--- src/rtl/acs_alu_pkg.sv ---
package acs_alu_pkg;

  typedef enum logic [2:0] {
    OP_ADD  = 3'd0,
    OP_SUB  = 3'd1,
    OP_AND  = 3'd2,
    OP_OR   = 3'd3,
    OP_XOR  = 3'd4,
    OP_SADD = 3'd5,
    OP_SSUB = 3'd6,
    OP_ACS  = 3'd7
  } alu_op_e;

  typedef struct packed {
    logic zero;
    logic neg;
    logic decision;
  } alu_flags_t;

endpackage

--- src/rtl/alu_arith.sv ---
module alu_arith #(
  parameter int DATA_W    = 40,
  parameter int LANE_W    = 16,
  parameter int NUM_LANES = 2
) (
  input  logic [DATA_W-1:0] a,
  input  logic [DATA_W-1:0] b,
  input  logic              sub,
  input  logic              split,
  output logic [DATA_W-1:0] sum
);
  localparam int SPLIT_W = LANE_W * NUM_LANES;
  localparam int EXT_W   = DATA_W - SPLIT_W;

  logic [DATA_W-1:0]  b_inv;
  logic [DATA_W-1:0]  full_sum;
  logic [SPLIT_W-1:0] split_vec;

  always_comb begin
    b_inv    = sub ? ~b : b;
    full_sum = a + b_inv + {{(DATA_W-1){1'b0}}, sub};
  end

  for (genvar g = 0; g < NUM_LANES; g++) begin : g_lane
    logic [LANE_W-1:0] lane_b;
    always_comb begin
      lane_b = sub ? ~b[g*LANE_W +: LANE_W] : b[g*LANE_W +: LANE_W];
      split_vec[g*LANE_W +: LANE_W] = a[g*LANE_W +: LANE_W] + lane_b
                                      + {{(LANE_W-1){1'b0}}, sub};
    end
  end

  always_comb begin
    if (split) sum = {{EXT_W{split_vec[SPLIT_W-1]}}, split_vec};
    else       sum = full_sum;
  end
endmodule

--- src/rtl/alu_logic.sv ---
module alu_logic
  import acs_alu_pkg::*;
#(
  parameter int DATA_W = 40
) (
  input  logic [DATA_W-1:0] a,
  input  logic [DATA_W-1:0] b,
  input  alu_op_e           op,
  output logic [DATA_W-1:0] out
);
  always_comb begin
    case (op)
      OP_AND:  out = a & b;
      OP_OR:   out = a | b;
      OP_XOR:  out = a ^ b;
      default: out = '0;
    endcase
  end
endmodule

--- src/rtl/alu_acs.sv ---
module alu_acs #(
  parameter int DATA_W = 40,
  parameter int BM_W   = 16
) (
  input  logic [DATA_W-1:0] pm_first,
  input  logic [DATA_W-1:0] pm_second,
  input  logic [BM_W-1:0]   bm,
  output logic [DATA_W-1:0] survivor,
  output logic              take_second
);
  localparam int EXT_W = DATA_W - BM_W;

  logic [DATA_W-1:0] bm_ext;
  logic [DATA_W-1:0] cand0;
  logic [DATA_W-1:0] cand1;

  always_comb begin
    bm_ext      = {{EXT_W{bm[BM_W-1]}}, bm};
    cand0       = pm_first + bm_ext;
    cand1       = pm_second - bm_ext;
    take_second = $signed(cand1) < $signed(cand0);
    survivor    = take_second ? cand1 : cand0;
  end
endmodule

--- src/rtl/acs_alu.sv ---
module acs_alu
  import acs_alu_pkg::*;
#(
  parameter int DATA_W = 40,
  parameter int LANE_W = 16,
  parameter int BM_W   = 16,
  parameter int IDX_W  = 3
) (
  input  logic              clk,
  input  logic              rst_n,
  input  logic              in_valid,
  input  logic [2:0]        opcode,
  input  logic [DATA_W-1:0] op_a,
  input  logic [DATA_W-1:0] op_b,
  input  logic [BM_W-1:0]   branch_metric,
  input  logic [IDX_W-1:0]  src_a_idx,
  input  logic [IDX_W-1:0]  src_b_idx,
  input  logic              dest_sel,
  output logic              out_valid,
  output logic [DATA_W-1:0] result,
  output logic [IDX_W-1:0]  dest_idx,
  output logic              flag_zero,
  output logic              flag_neg,
  output logic              flag_decision
);
  localparam int NUM_LANES = 2;

  // reset synchronizer: asserts at once, releases on clock
  logic [1:0] rst_sync_q;
  logic       rst_int_n;

  always_ff @(posedge clk or negedge rst_n) begin
    if (!rst_n) rst_sync_q <= 2'b00;
    else        rst_sync_q <= {rst_sync_q[0], 1'b1};
  end
  assign rst_int_n = rst_sync_q[1];

  alu_op_e op;
  assign op = alu_op_e'(opcode);

  logic              is_sub, is_split;
  logic [DATA_W-1:0] arith_out, logic_out, acs_out;
  logic              acs_second;

  assign is_sub   = (op == OP_SUB) || (op == OP_SSUB);
  assign is_split = (op == OP_SADD) || (op == OP_SSUB);

  alu_arith #(.DATA_W(DATA_W), .LANE_W(LANE_W), .NUM_LANES(NUM_LANES)) u_arith (
    .a(op_a), .b(op_b), .sub(is_sub), .split(is_split), .sum(arith_out)
  );

  alu_logic #(.DATA_W(DATA_W)) u_logic (
    .a(op_a), .b(op_b), .op(op), .out(logic_out)
  );

  alu_acs #(.DATA_W(DATA_W), .BM_W(BM_W)) u_acs (
    .pm_first(op_a), .pm_second(op_b), .bm(branch_metric),
    .survivor(acs_out), .take_second(acs_second)
  );

  // next-state
  logic [DATA_W-1:0] result_d;
  logic [IDX_W-1:0]  dest_d;
  alu_flags_t        flags_d;

  always_comb begin
    case (op)
      OP_ADD, OP_SUB, OP_SADD, OP_SSUB: result_d = arith_out;
      OP_AND, OP_OR, OP_XOR:            result_d = logic_out;
      default:                          result_d = acs_out;
    endcase
    dest_d           = dest_sel ? src_b_idx : src_a_idx;
    flags_d.zero     = (result_d == '0);
    flags_d.neg      = result_d[DATA_W-1];
    flags_d.decision = (op == OP_ACS) && acs_second;
  end

  // registers with explicit load enable
  logic              valid_q;
  logic [DATA_W-1:0] result_q;
  logic [IDX_W-1:0]  dest_q;
  alu_flags_t        flags_q;

  always_ff @(posedge clk or negedge rst_int_n) begin
    if (!rst_int_n) begin
      valid_q  <= 1'b0;
      result_q <= '0;
      dest_q   <= '0;
      flags_q  <= '0;
    end else begin
      valid_q <= in_valid;
      if (in_valid) begin
        result_q <= result_d;
        dest_q   <= dest_d;
        flags_q  <= flags_d;
      end
    end
  end

  assign out_valid     = valid_q;
  assign result        = result_q;
  assign dest_idx      = dest_q;
  assign flag_zero     = flags_q.zero;
  assign flag_neg      = flags_q.neg;
  assign flag_decision = flags_q.decision;
endmodule

--- config.mk ---
export PLATFORM = sky130hd
export DESIGN_NAME = acs_alu
export DESIGN_NICKNAME = d
export VERILOG_FILES = /design/src/rtl/acs_alu_pkg.sv /design/src/rtl/alu_arith.sv /design/src/rtl/alu_logic.sv /design/src/rtl/alu_acs.sv /design/src/rtl/acs_alu.sv
export SDC_FILE = /design/constraint.sdc
export NUM_CORES = 1
export LEC_CHECK = 0
export CORE_MARGIN = 3
export CORE_UTILIZATION = 29
export CTS_CLUSTER_SIZE = 30
export DETAILED_ROUTE_END_ITERATION = 7
export HOLD_SLACK_MARGIN = 0.05
export PLACE_DENSITY = 0.51
export SLEW_MARGIN = 20
export SYNTH_ARGS = -nofsm -noshare
export SYNTH_HDL_FRONTEND = slang
export SYNTH_SLANG_ARGS = --single-unit
--- constraint.sdc ---
create_clock -name clk -period 3 [get_ports clk]
set_clock_uncertainty 0.05 [all_clocks]
set_input_delay 0.6 -clock clk [delete_from_list [all_inputs] [get_ports clk]]
set_output_delay 0.6 -clock clk [all_outputs]
set_load 0.01 [all_outputs]
==> results.md, run 1 <==
* CTS tree: yes
* Failing checks: setup timing
* Area Overhead vs Synth at 71.7%
* Mapped Nets at between 2,000 and 2,500
* Switching Share at 0.432
* Hold_buf cts at 0
* Average wire per standard cell at 19.1 um
* Tcrit/Tclk final at 2.16
* Setup violators final at 42
* Hold crit path type: flip-flop to async pin
* PortBufs at around 160
* Synth Area in XOR/XNOR at 0.101
* Worst skew pair latency at a little under 300 ps
* Share of cells above drive strength 1 at 0.385
* Max Freq at 155 MHz
* DR DRC count at 0
* CTS H-Tree Depth at 2
* Yosys warning total at 0
* Register clock-pin slew on the reported worst setup and hold paths at 70 ps
* Endpoint class of the critical path: flip-flop
* Sequential fraction of the synthesis area at 0.0927
* Placed wire-length estimate at 51,900 um
* Starting Density at 0.297
* Vias per cell at 5.14
* Delay-heaviest family, CP: compound AO/OA/AOI/OAI gates
* Final core occ at 0.510
* # fillers at 4,258
* Number of CTS-inserted buffers at 5
* Synth Area in Compound Gates at 0.307
* Hold Vio Cnt, Final at 0
* Status: finished with violations
* Post-Synth Simple-Gate Area at 0.155
* Grt total ovfl at 0
* Synth Flop Type: dfrtp_1
* Largest cells by area after synthesis: ha_1, dfrtp_1, a21oi_1
* Router iterations before antenna repair at 5
* Pwr/cell area at 432 mW/mm^2
* EDFF count, synth at 0
* Largest family of logic cells by synthesized area: compound AO/OA/AOI/OAI gates
* CP Launch Type: input port
* Die Area at 0.0472 mm^2
* Crit-path max cell delay at 550 ps
* Most frequent cells in the layout: buf_4, ha_1, a21oi_1
* Final ANT Viol Nets at 0
* Die Ht at 217 um
* Synth Register Bits at 48
* Deepest clock path buffer count at 2
* Die Width at 217 um
* Area leader, netlist: ha_1
* CTS Sinks at 48
* CP bufs+invs at 6
* Post-synthesis mux area share at 0.0394
* Share of power burned in registers at 0.096
* Total routed wirelength at 61,100 um
* Row cnt at 76
* Maximum fanout along the worst path at 5
* Period minus WS final at 6470 ps
* VDD IR max at around 0.00038 V
* Post-Syn Area at 0.0130 mm^2
* CP arrival at 6630 ps
* Yosys top cell area share at 0.227
* Placed cells at 3,116
* Fin cells at around 3,200
* IO Count at between 150 and 200
* NumNets Final at 2,957
* RePlAce Congestion at 0.955
* Core area at 0.0436 mm^2
* Internal at 5.45 mW
* Req. time, crit path at 3170 ps
* Synthesized-area fraction occupied by adder cells at 0.233
* Net Switching at 4.15 mW
* Leading cell type in the layout, fill and taps excluded: buf_4
* Largest net degree at the start of global routing at 67
* First-pass GRT wire length at a little over 90,000 um
* Critical path start-end classification: input port to flip-flop
* Unrepaired setup endpoints after global routing: true
* Max_cap viols at 0
* Worst relative slew slack at 0.390
* Overall routing resource usage at 0.247
* Setup TNS at -108,240 ps
* Vias in the first global route at 16,500
* Actual slew at the worst max-slew pin at 914 ps
* Slew Viols, Final at 0
* Share of synthesized registers carrying an async set or reset at 1.00
* Clock share of power at 0.076
* Combinational Power Share at 0.828
* Mean area per synthesized cell at around 7.5 um^2
* Pre-CTS setup slack at -4600 ps
* Library cells used by synthesis at 89
* Vias at 16,400
* Hold WS at approximately 290 ps
* Initial DRC Count at 1,346
* Leakage power at 10.9 nW
* Antenna Cells at 0
* Worst setup margin at -3470 ps
* CP max-delay cell: clkdlybuf4s50_1
* Root Buffer: clkbuf_16
* Cells after Synth at around 1,700
* Initial antenna violation count at 1
[final cells by class]
class	count	area, um^2	share of cell area
clock buffers	5	125	0.00562
repair buffers	950	7640	0.344
well taps	585	732	0.0329
inverters	157	593	0.0267
clock inverters	3	68.8	0.00309
multi-input cells	1447	11900	0.534
flip-flops and latches	48	1200	0.0542
[sequential cells by signal, indices dropped and copies added (netlist names)]
| signal | flops |
|---|---|
| dest_idx | 3 |
| flag_decision | 1 |
| result | 40 |
| rst_sync_q | 2 |
| out_valid | 1 |
| flag_zero | 1 |
[power by group through the flow]
stage          registers [mW]  clock network [mW]  logic [mW]
2_1_floorplan           0.985                   0        3.03
6_report                0.921               0.730        7.95
3_3_place_gp            0.930                   0        6.60
4_1_cts                 0.926               0.746        7.42
3_5_place_dp            0.936                   0        6.64
5_1_grt                 0.945               0.768        8.53
[synth_stat cells (all sizes together), types with 5 or more instances]
cell type  count
ha           235
a21oi        196
inv          157
nand2        119
o21ai        106
xnor2        104
nor2         101
clkbuf        60
a21o          57
dfrtp         48
nand3         45
xor2          45
nand4         37
a31oi         28
mux2i         27
buf           23
nor3          23
o21a          23
mux2          21
a211oi        20
o211ai        20
o21bai        18
a22oi         16
nor2b         15
and2          14
and3          14
a221oi        13
a222oi        12
nand2b        11
o31ai         11
a311oi         9
a211o          7
a221o          7
nor4           6
o311ai         6
or3            6
o221ai         5
[timing repair]
| item | CTS | global route |
|---|---|---|
| cloned | 1 | 1 |
| endpoints found under the setup margin | 42 | 42 |
| resized for setup | 200 | 85 |
| setup buffers | 55 | 14 |
| pin swaps | 66 | 27 |
[stage by stage]
stage	total power, mW	instance area (um^2)
after global placement	7.53	20400
final	9.60	22200
after detailed placement	7.57	20400
after global routing	10.2	22200
after floorplan	4.02	13000
after CTS	9.09	21700
[metal layers]
metal	vias to the layer above	share of wire	global-route usage
li1	8091	-	-
met4	0	0.038	0.0763
met5	-	0	0
met1	7742	0.46	0.331
met2	480	0.45	0.412
met3	94	0.054	0.0346
[path summary, 6_finish.rpt]
kind	from	to	slack, ps	cells past startpoint
setup / recovery	op_a[3]	flag_zero$_DFFE_PN0P_	-3470	30
hold / removal	rst_sync_q[1]$_DFF_PN0_	dest_idx[2]$_DFFE_PN0P_	290	0
setup reg to reg	result[36]$_DFFE_PN0P_	result[36]$_DFFE_PN0P_	2180	1
hold reg to reg	rst_sync_q[1]$_DFF_PN0_	dest_idx[2]$_DFFE_PN0P_	290	0
max in group asynchronous	rst_sync_q[1]$_DFF_PN0_	result[6]$_DFFE_PN0P_	2200	0
min in group clk	rst_sync_q[0]$_DFF_PN0_	rst_sync_q[1]$_DFF_PN0_	310	0
[cell families after synthesis]
family,count (synthesis)
XOR/XNOR,149
buffers and inverters,240
AO/OA/AOI/OAI,600
multiplexers,48
flip-flops,48
adder cells (fa/ha/maj),239
AND/OR/NAND/NOR,410
other,1
(Power assumes the default switching activity.)
==> run 2, diff against run 1 <==
Settings changed: CORE_MARGIN 3 to not set.
==> run 2 against run 1 <==
The run still ends with setup timing left. Setup slack lost 130 ps. Fmax shrank 2.0%. Die area shrank 3.6%. Critical path depth shrank 1. Sequential power shrank 1%. Cell area shrank 1.0%. Worst hold slack gained 12 ps. Sequential share of layout area grew 0.057 points. Critical endpoint unchanged.
==> results.md, run 2 (synthesis results as in run 1) <==
* Router iterations before antenna repair at 7 (+2)
* Hold Vio Cnt, Final at 0 (unchanged)
* Leading cell type in the layout, fill and taps excluded: buf_4
* Core area at 0.0441 mm^2 (+1.1%)
* Largest net degree at the start of global routing at 69 (+3.0%)
* First-pass GRT wire length at 91,400 um (-0.49%)
* Setup TNS at -110,520 ps (-2280 ps)
* Vias in the first global route at 16,300 (-0.74%)
* Pwr/cell area at 431 mW/mm^2 (-0.21%)
* Global routing usage on met1 at 0.325 (-0.00655)
* Status: finished with violations
* Unrepaired setup endpoints after global routing: true
* Reg2reg start: flag_decision$_DFFE_PN0P_
* Leakage power at 10.6 nW (-2.8%)
* Reg2Reg Depth at 1 (unchanged)
* Worst relative slew slack at 0.457 (+0.0674)
* Deepest clock path buffer count at 2 (unchanged)
* Initial DRC Count at 982 (-27%)
* Hold crit path type: flip-flop to async pin
* Dpl cell area at 0.0200 mm^2 (-2.0%)
* Final ANT Viol Nets at 0 (unchanged)
* CP max-delay cell: clkdlybuf4s50_1
* Fin cells at 3,144 (-1.6%)
* Vias at 16,300 (-0.48%)
* Average wire per standard cell at 19.0 um (-0.48%)
* Setup violators final at 42 (unchanged)
* Cell area after layout at 0.0220 mm^2 (-1.0%)
* CP Launch Type: input port
* IO Count at 156 (unchanged)
* Max Freq at 152 MHz (-2.0%)
* Final core occ at 0.499 (-0.0108)
* Maximum fanout along the worst path at 4 (-1)
* Overall routing resource usage at 0.259 (+0.0112)
* Antenna Cells at 0 (unchanged)
* Root Buffer: clkbuf_16
* Placed wire-length estimate at 50,100 um (-3.5%)
* Die Width at 213 um (-1.8%)
* DR DRC count at 0 (unchanged)
* Share of cells above drive strength 1 at 0.378 (-0.00693)
* NumNets Final at 2,899 (-2.0%)
* Delay-heaviest family, CP: simple AND/OR/NAND/NOR gates
* CTS H-Tree Depth at 2 (unchanged)
* Period minus WS final at 6600 ps (+131 ps)
* Worst skew pair latency at 280 ps (about the same)
* Vias per cell at 5.19 (+1.1%)
* Die Ht at 213 um (-1.8%)
* Total routed wirelength at 59,800 um (-2.1%)
* FF-to-FF setup slack at 2180 ps (about the same)
* CP bufs+invs at 4 (-2)
* Actual slew at the worst max-slew pin at 813 ps (-101 ps)
* Most frequent cells in the layout: buf_4, ha_1, a21oi_1
* RePlAce Congestion at 1.01 (+6.0%)
* CP arrival at 6760 ps (+130 ps)
* Max_cap viols at 0 (unchanged)
* Crit Reg-Reg Endpoint: flag_decision$_DFFE_PN0P_
* Crit-path max cell delay at 530 ps (-20 ps)
* Die Area at 0.0455 mm^2 (-3.6%)
* Pre-CTS setup slack at -4820 ps (-214 ps)
* Worst setup margin at -3600 ps (-131 ps)
* Hold WS at 299 ps (+12.1 ps)
* Critical path start-end classification: input port to flip-flop
* Initial antenna violation count at 0 (-1)
* Placed cells at 3,071 (-1.4%)
* CTS tree: yes
* Area Overhead vs Synth at 69.9%
* Row cnt at 77 (+1.3%)
* Number of flip-flops in the largest register at 40 (unchanged)
* M2 GR Usage at 0.464 (+0.0514)
* CTS Sinks at 48 (unchanged)
* PortBufs at 155 (unchanged)
* Register clock-pin slew on the reported worst setup and hold paths at 70 ps (about the same)
* Most Crowded Layer GR: met2
* Tcrit/Tclk final at 2.20 (+0.0435)
* Power, Total at 9.48 mW (-1.2%)
* Failing checks: setup timing
* VDD IR max at 0.000322 V (-15%)
* Req. time, crit path at 3160 ps (about the same)
* Number of CTS-inserted buffers at 5 (unchanged)
* Met3 usage at 0.0129 (-0.0217)
* Endpoint class of the critical path: flip-flop
* Starting Density at 0.294 (-0.00322)
* Slew Viols, Final at 0 (unchanged)
* Grt total ovfl at 0 (unchanged)
run 2: routing by layer:
layer  part of all wire  up-vias
met5                  0        -
met4              0.046        0
met3              0.038       96
met2               0.49      424
met1               0.43     7810
li1                   -     7999
run 2: timing repair:
item | in CTS | in global routing
setup endpoints to repair | 42 | 42
gates resized for setup | 271 | 62
hold buffers | 0 | 0
cloned | 1 | 0
setup buffers | 52 | 15
pin swaps | 111 | 56
run 2: how the worst max path moves through the flow:
stage                     slack, ps               from                    end  cells after the start
final                         -3600           op_a[17]  flag_zero$_DFFE_PN0P_                     29
after global routing          -3870  branch_metric[15]  flag_zero$_DFFE_PN0P_                     36
after CTS                     -3600  branch_metric[15]  flag_zero$_DFFE_PN0P_                     30
after detailed placement      -4820  branch_metric[15]  flag_zero$_DFFE_PN0P_                     30
after global placement        -4810  branch_metric[15]  flag_zero$_DFFE_PN0P_                     30
after floorplan               -3550  branch_metric[15]  flag_zero$_DFFE_PN0P_                     28
run 2: area by class of cell:
type                       instances  area, um^2
clock inverter                     3        47.5
sequential                        48        1200
tap                              592         741
fill                            4429       22100
clock buffer                       5         125
multi-input combinational       1447       12100
inverter                         157         596
timing repair buffer             892        7220
run 2: report_power, final:
| group | total (mW) | internal [mW] | switching (mW) |
|---|---|---|---|
| clock | 0.643 | 0.396 | 0.247 |
| sequential | 0.911 | 0.809 | 0.102 |
| combinational | 7.93 | 4.08 | 3.85 |
